===== config.mk =====
export PLATFORM = sky130hd
export DESIGN_NAME = offset_mod5_counter
export DESIGN_NICKNAME = d
export VERILOG_FILES = /design/src/rtl/mod5_pkg.sv /design/src/rtl/mod5_next_behav.sv /design/src/rtl/mod5_next_eqn.sv /design/src/rtl/mod5_state_reg.sv /design/src/rtl/offset_mod5_counter.sv
export SDC_FILE = /design/constraint.sdc
export NUM_CORES = 1
export LEC_CHECK = 0
export ABC_CLOCK_PERIOD_IN_PS = 1500
export BUFFER_PORTS_ARGS = -buffer_cell sky130_fd_sc_hd__buf_4
export CAP_MARGIN = 10
export CORE_AREA = 2 2 39 41
export CTS_CLUSTER_SIZE = 16
export DETAILED_ROUTE_END_ITERATION = 7
export DIE_AREA = 0 0 41 43
export GPL_TIMING_DRIVEN = 0
export PLACE_DENSITY_LB_ADDON = 0.25
export SLEW_MARGIN = 5
export SYNTH_ARGS = -nofsm -noshare
export SYNTH_HDL_FRONTEND = slang
export SYNTH_HIERARCHICAL = 1
export SYNTH_SLANG_ARGS = --single-unit

===== constraint.sdc =====
create_clock -name clk -period 1.5 [get_ports clk]
set_input_delay 0.3 -clock clk [delete_from_list [all_inputs] [get_ports clk]]
set_output_delay 0.3 -clock clk [all_outputs]
set_load 0.02 [all_outputs]

===== src/rtl/mod5_pkg.sv =====
// Package: mod5_pkg
// Shared width, range limits and the count type for the offset
// modulo-five counter. The range limits are the single source of the
// start and top codes used by every module of the block.
package mod5_pkg;

    localparam int CNT_W     = 3;
    localparam int CNT_SPAN  = 5;

    typedef logic [CNT_W-1:0] cnt_t;

    localparam cnt_t CNT_START = cnt_t'(2);
    localparam cnt_t CNT_LAST  = cnt_t'(CNT_START + CNT_SPAN - 1);

endpackage


===== src/rtl/mod5_next_behav.sv =====
// Module: mod5_next_behav
// Behavioural next-state logic. Given the present code it returns the
// code the register should take on an enabled edge: one more for codes
// inside the range below the top, the start code for the top code and
// for any code outside the range. Also flags the top code.
// Assumes: CNT_START < CNT_LAST and both fit in CNT_W bits.
module mod5_next_behav
    import mod5_pkg::*;
(
    input  cnt_t cur,
    output cnt_t nxt,
    output logic at_last
);

    // Pick increment or reload from a range comparison.
    always_comb begin
        if ((cur >= CNT_START) && (cur < CNT_LAST)) begin
            nxt = cur + cnt_t'(1);
        end else begin
            nxt = CNT_START;
        end
    end

    // Top-of-range detect used for the wrap output.
    assign at_last = (cur == CNT_LAST);

endmodule


===== src/rtl/mod5_next_eqn.sv =====
// Module: mod5_next_eqn
// Gate-level next-state logic written from the state table of the
// 2..6 counter, one equation per register bit. Unused codes 0, 1 and
// 7 map to 2 (binary 010), the same as the top code 6.
// Assumes: the package defaults (3 bits, start 2, top 6); the
// equations are not regenerated for other ranges.
module mod5_next_eqn
    import mod5_pkg::*;
(
    input  cnt_t cur,
    output cnt_t nxt,
    output logic at_last
);

    logic b2;
    logic b1;
    logic b0;
    logic hi_diff;
    logic lo_same;

    // Split the code into named bits for the equations.
    assign b2 = cur[2];
    assign b1 = cur[1];
    assign b0 = cur[0];

    // Shared product terms.
    assign hi_diff = b2 ^ b1;
    assign lo_same = ~(b1 ^ b0);

    // Bit 2 is set only when going 3->4, 4->5 or 5->6.
    assign nxt[2] = (~b2 & b1 & b0) | (b2 & ~b1);
    // Bit 1 is clear only when going 3->4 or 4->5.
    assign nxt[1] = ~(hi_diff & lo_same);
    // Bit 0 is set only when going 2->3 or 4->5.
    assign nxt[0] = ~b0 & hi_diff;

    // Top code 110.
    assign at_last = b2 & b1 & ~b0;

endmodule


===== src/rtl/mod5_state_reg.sv =====
// Module: mod5_state_reg
// The counter register with synchronous active-low reset to the start
// code and a load enable. Holds its value while the enable is low.
// Assumes: reset has priority over the enable.
module mod5_state_reg
    import mod5_pkg::*;
(
    input  logic clk,
    input  logic rst_n,
    input  logic load,
    input  cnt_t d,
    output cnt_t q
);

    // Register update: reset, then load, else hold.
    always_ff @(posedge clk) begin
        if (!rst_n) begin
            q <= CNT_START;
        end else if (load) begin
            q <= d;
        end
    end

endmodule


===== src/rtl/offset_mod5_counter.sv =====
// Module: offset_mod5_counter
// Top of the offset modulo-five counter. Builds both next-state forms,
// selects one through USE_EQN to drive the register, and produces the
// wrap output for the enabled cycle at the top code.
// Assumes: USE_EQN = 1 only with the package default range.
module offset_mod5_counter
    import mod5_pkg::*;
#(
    parameter bit USE_EQN = 1'b0
)
(
    input  logic             clk,
    input  logic             rst_n,
    input  logic             en,
    output logic [CNT_W-1:0] count,
    output logic             wrap
);

    cnt_t cnt_q;
    cnt_t nxt_behav;
    cnt_t nxt_eqn;
    cnt_t nxt_sel;
    logic last_behav;
    logic last_eqn;
    logic last_sel;

    mod5_next_behav u_next_behav (
        .cur     (cnt_q),
        .nxt     (nxt_behav),
        .at_last (last_behav)
    );

    mod5_next_eqn u_next_eqn (
        .cur     (cnt_q),
        .nxt     (nxt_eqn),
        .at_last (last_eqn)
    );

    // Choose which next-state form drives the register.
    generate
        if (USE_EQN) begin : g_eqn
            assign nxt_sel  = nxt_eqn;
            assign last_sel = last_eqn;
        end else begin : g_behav
            assign nxt_sel  = nxt_behav;
            assign last_sel = last_behav;
        end
    endgenerate

    mod5_state_reg u_state (
        .clk   (clk),
        .rst_n (rst_n),
        .load  (en),
        .d     (nxt_sel),
        .q     (cnt_q)
    );

    // Outputs: present count and the gated wrap marker.
    assign count = cnt_q;
    assign wrap  = rst_n & en & last_sel;

endmodule


; After elaboration in Yosys (flattened, before gate mapping)
; Index checks and enable logic that the tools add are counted.
[op_classes]
mux = 1
eq_ne = 1
n_reduce_logical = 1
n_lt_le_gt_ge = 2
add_sub_neg = 1
bitwise = 2
[ops]
columns = op, n
row1 = 3-bit by 1-bit adder with 3-bit output (second input constant), 1
row2 = 3-bit equality test (second input constant), 1
row3 = 3-bit by 2-bit greater-or-equal comparator with 1-bit output (second input constant), 1
row4 = 3-bit less-than comparator (second input constant), 1
row5 = 3-bit two-way mux, 1
row6 = 1-bit AND, 2
row7 = 1-bit logical AND, 1
[word_totals]
regBits = 3
output_inout_bits = 4

; Depth between registers and ports, before layout
[depth]
ltp_word = 3
mapped_depth = 5
ltp_nobuf = 5

; Cells and area by module
; Netlist, hierarchy kept.
[by_module_without_submodules]
columns = mod, area_per_inst_um2, n_inst, cells_per_inst, seq_area_each_um2
row1 = mod5_state_reg, 106.4, 1, 9, 60.1
row2 = mod5_next_behav, 58.8, 1, 7, 0.0
row3 = offset_mod5_counter, 6.3, 1, 1, 0.0

; Worst setup path after synthesis
; No wires, ideal clock.
[synth_timing]
path_kind = register -> output
start = register u_state.q[2]
end = output port wrap
slack_ns = 0.179
path_stages_with_launch = 4
arrival_time_ns = 1.021
cell_sequence = dfxtp_1 ha_1 nor2b_1 and3_1
[synth_between]
elab_chain_len = 2
[synth_rtl]
columns = element, line_no
row1 = from (decl), mod5_state_reg.sv:12  ; output cnt_t q
row2 = from (signal assigned), mod5_state_reg.sv:18  ; q <= CNT_START;
row3 = from (signal assigned), mod5_state_reg.sv:20  ; q <= d;
row4 = 3-bit equality test, mod5_next_behav.sv:25  ; assign at_last = (cur == CNT_LAST);
row5 = named net last_behav, offset_mod5_counter.sv:23  ; logic last_behav;
row6 = 1-bit AND, offset_mod5_counter.sv:60  ; assign wrap = rst_n & en & last_sel;
row7 = to (decl), offset_mod5_counter.sv:16  ; output logic wrap
; The timed path passes the listed nets, and every way through them passes these cells.

; Worst setup path in the final report
[layout_timing]
start = register u_state.q[1]
end = output port wrap
; Same word-level chain as after synthesis.

==> flow_results.org <==
** Setup path
- The critical path in this run is classified as register to output port.
- Worst path required time :: 1.20 ns
- The worst setup path is captured at an output port.
- Data arrives at the worst endpoint at 1.13 ns.
- Maximum fanout encountered on the critical timing path :: 4
- Crit path launch type :: register

** Cells and area
- The register with the most flip-flops in the layout has 3 of them.
- Leading cell types in the layout, fill and taps excluded :: 5 x sky130_fd_sc_hd__buf_4, 4 x sky130_fd_sc_hd__nor2b_1, 3 x sky130_fd_sc_hd__clkbuf_4, 3 x sky130_fd_sc_hd__mux2i_1
- The net count of the finished layout is 33.
- Syn-to-layout area delta :: 56.93%
- Ranked by flip-flop count, first place goes to u_state/q.
- Top flop regs :: u_state/q: 3 flops
- Cells fill 19.44% of the core in the end.
- Excluding fillers, the count of instances in the completed layout stands at 43.
- Final antenna diode count :: 0
- Leading cell type in the layout, fill and taps excluded :: sky130_fd_sc_hd__buf_4
- Of the cells placed in the final design, the portion with a size suffix greater than 1 is between 40% and 50%.

** Global route
- GR Overflow Total :: 0
- The first global-routing pass estimated 558 µm of wire.
- In the global route stage, overall resource usage came out at under 10%.
- Entering global routing, the biggest net connects 6 pins.
- The number of antenna violations at the first check in global routing was 0.
- Via count of the first global-routing pass :: around 140

** Yosys
- Count of yosys warnings during synthesis :: 6
- The synthesized design contains 3 register bits.
- Share of the yosys chip area belonging to registers :: between 30% and 40%
- The synthesized netlist occupies a cell area of about 170 µm².
- A synthesized cell averages 10.08 µm².
- After synthesis, the netlist uses 9 different library cells.
- Synthesis produced a netlist with a net count of 22.
- Synthesis handed over a netlist of 17 instances.

** Floorplanning
- For this configuration, the core starts out at a cell density of 12.39%.
- Total I/O pin count :: 7
- The floorplan step defined a die boundary enclosing ~1800 µm².
- The initialized floorplan defines 14 standard-cell rows.
- The floorplan step set the die height to 43 µm.
- After floorplanning, the core was sized to cover 1384 µm².
- In this run the horizontal extent of the chip is slightly above 40 µm.

** Drt
- Routed wire length :: 359 µm
- For this run, design rule violations remaining after detail routing come to 0.
- For this run, the detailed router's first-pass iteration total came to 1.
- Residual antenna-violating net count after detailed routing :: 0
- In the final routed layout, each cell accounts on average for 8.349 µm.
- Across all layers, the routed design uses about 140 vias.
- Using the TritonRoute via totals, the vias-per-cell ratio works out to 3.349.
- DRC marker count from the first detailed-route iteration :: 0

** Timing
- Total Neg Setup Slack :: 0 ns
- Number of setup violations in the final report :: 0
- Final clock skew :: 0.0005203 ns
- At the pin with the least slew margin, the transition time is roughly 0.18 ns.
- Derived from the worst setup path, the maximum achievable clock frequency is 697.5 MHz.
- Setup repair after global routing left no endpoint under its margin.
- Hold slack :: 0.2595 ns
- The worst path meets setup with around 0.066 ns of slack.
- Normalized max-slew margin :: 88.29%
- The number of hold-slack violations in the final timing report is 0.
- Final critical-path share of the clock period :: 95.58%
- The final-report max-slew violation count is 0.
- Subtracting the final worst setup slack from the clock period gives between 1 and 1.5 ns.

** Clock tree
- The tree is rooted in a sky130_fd_sc_hd__clkbuf_4.
- TritonCTS built the clock tree.
- After clock tree synthesis, the setup repair step added 0 buffers.
- Clock tree synthesis found a total of 3 sinks.
- Number of buffers created by CTS :: 3
- Maximum buffer depth of the clock tree :: 2
- At the later pin of the worst-skew pair, clock insertion delay measures 0.23 ns.
- Clock-pin slew was measured on the worst setup and hold paths at 0.04 ns.
- H-tree lvl count :: 1

** Run
- Max Cap Viol :: 0

** Outcome
- Run status :: completed

** Placed design
- RD Place Congestion :: 0.5585
- Post-Place Setup Slack :: approximately 0.25 ns
- Placed insts :: 39
- Port buffering added 6 buffers.

** Pwr
- Pwr Density :: 1290 nW/µm²
- Total leakage power :: 0.0001297 µW
- VDD IR max :: ~0.00040 V

** Min path
- The min-delay analysis places its worst path in the category input port to register.
worst max-delay path, cell delays in order (launching register included):
cell and delay, ns:
sky130_fd_sc_hd__dfxtp_2 0.33, sky130_fd_sc_hd__ha_1 0.18, sky130_fd_sc_hd__nor2b_1 0.11, sky130_fd_sc_hd__and3_1 0.15, sky130_fd_sc_hd__buf_6 0.13
metrics by stage:
step	power, µW	cell area [µm²]
6_report	347.1	269.0
3_5_place_dp	203.8	236.5
5_1_grt	373.1	269.0
4_1_cts	355.0	264.0
2_1_floorplan	167.8	171.4
3_3_place_gp	200.5	236.5
cell type report:
| type | instances | area (µm²) |
|---|---|---|
| Timing Repair Buffer | 6 | 48.80 |
| Sequential cell | 3 | 62.56 |
| Fill cell | 153 | 1115 |
| Tap cell | 16 | 20.02 |
| Clock buffer | 4 | 26.28 |
| Multi-Input combinational cell | 14 | 111.4 |
power by group:
group	switching, µW	leakage [µW]	internal, µW
Clock	42.5	0.0000150	99.7
Sequential	13.8	0.0000247	93.0
Combinational	46.0	0.0000900	52.2
path summary, 6_finish.rpt:
path | from | slack (ns) | depth (start not counted) | end
setup / recovery | u_state/q[1] | 0.07 | 4 | wrap
hold / removal | rst_n | 0.26 | 2 | u_state/q[1]
setup reg to reg | u_state/q[0] | 0.33 | 5 | u_state/q[2]
hold reg to reg | u_state/q[1] | 0.51 | 2 | u_state/q[1]
cells in the mapped netlist (all sizes together):
cell | count | area, µm²
mux2i | 3 | 30.03
and3 | 1 | 6.260
nand2b | 1 | 6.260
nand2 | 1 | 3.750
xor2 | 1 | 8.760
dfxtp | 3 | 60.06
and2 | 1 | 6.260
ha | 2 | 25.02
nor2b | 4 | 25.02
routing by layer:
layer | track usage [%] | vias to the layer above | share of wire, %
li1 | - | 77 | -
met1 | 7.372 | 56 | 54
met2 | 4.688 | 9 | 29
met3 | 1.571 | 2 | 13
met4 | 8.000 | 0 | 3.9
met5 | 0 | - | 0
logic make-up after synthesis:
kind of cell	share of synthesized area, %
flip-flops	35.04
XOR/XNOR	5.110
adder cells (fa/ha/maj)	14.60
AND/OR/NAND/NOR	27.74
multiplexers	17.52
what timing repair did:
item	in CTS	in global routing
gates resized for setup	1	2
cloned	0	0
pin swaps	0	1
endpoints found under the setup margin	1	1
hold buffers	0	0
Note: power is estimated with default switching activity, not from simulation.
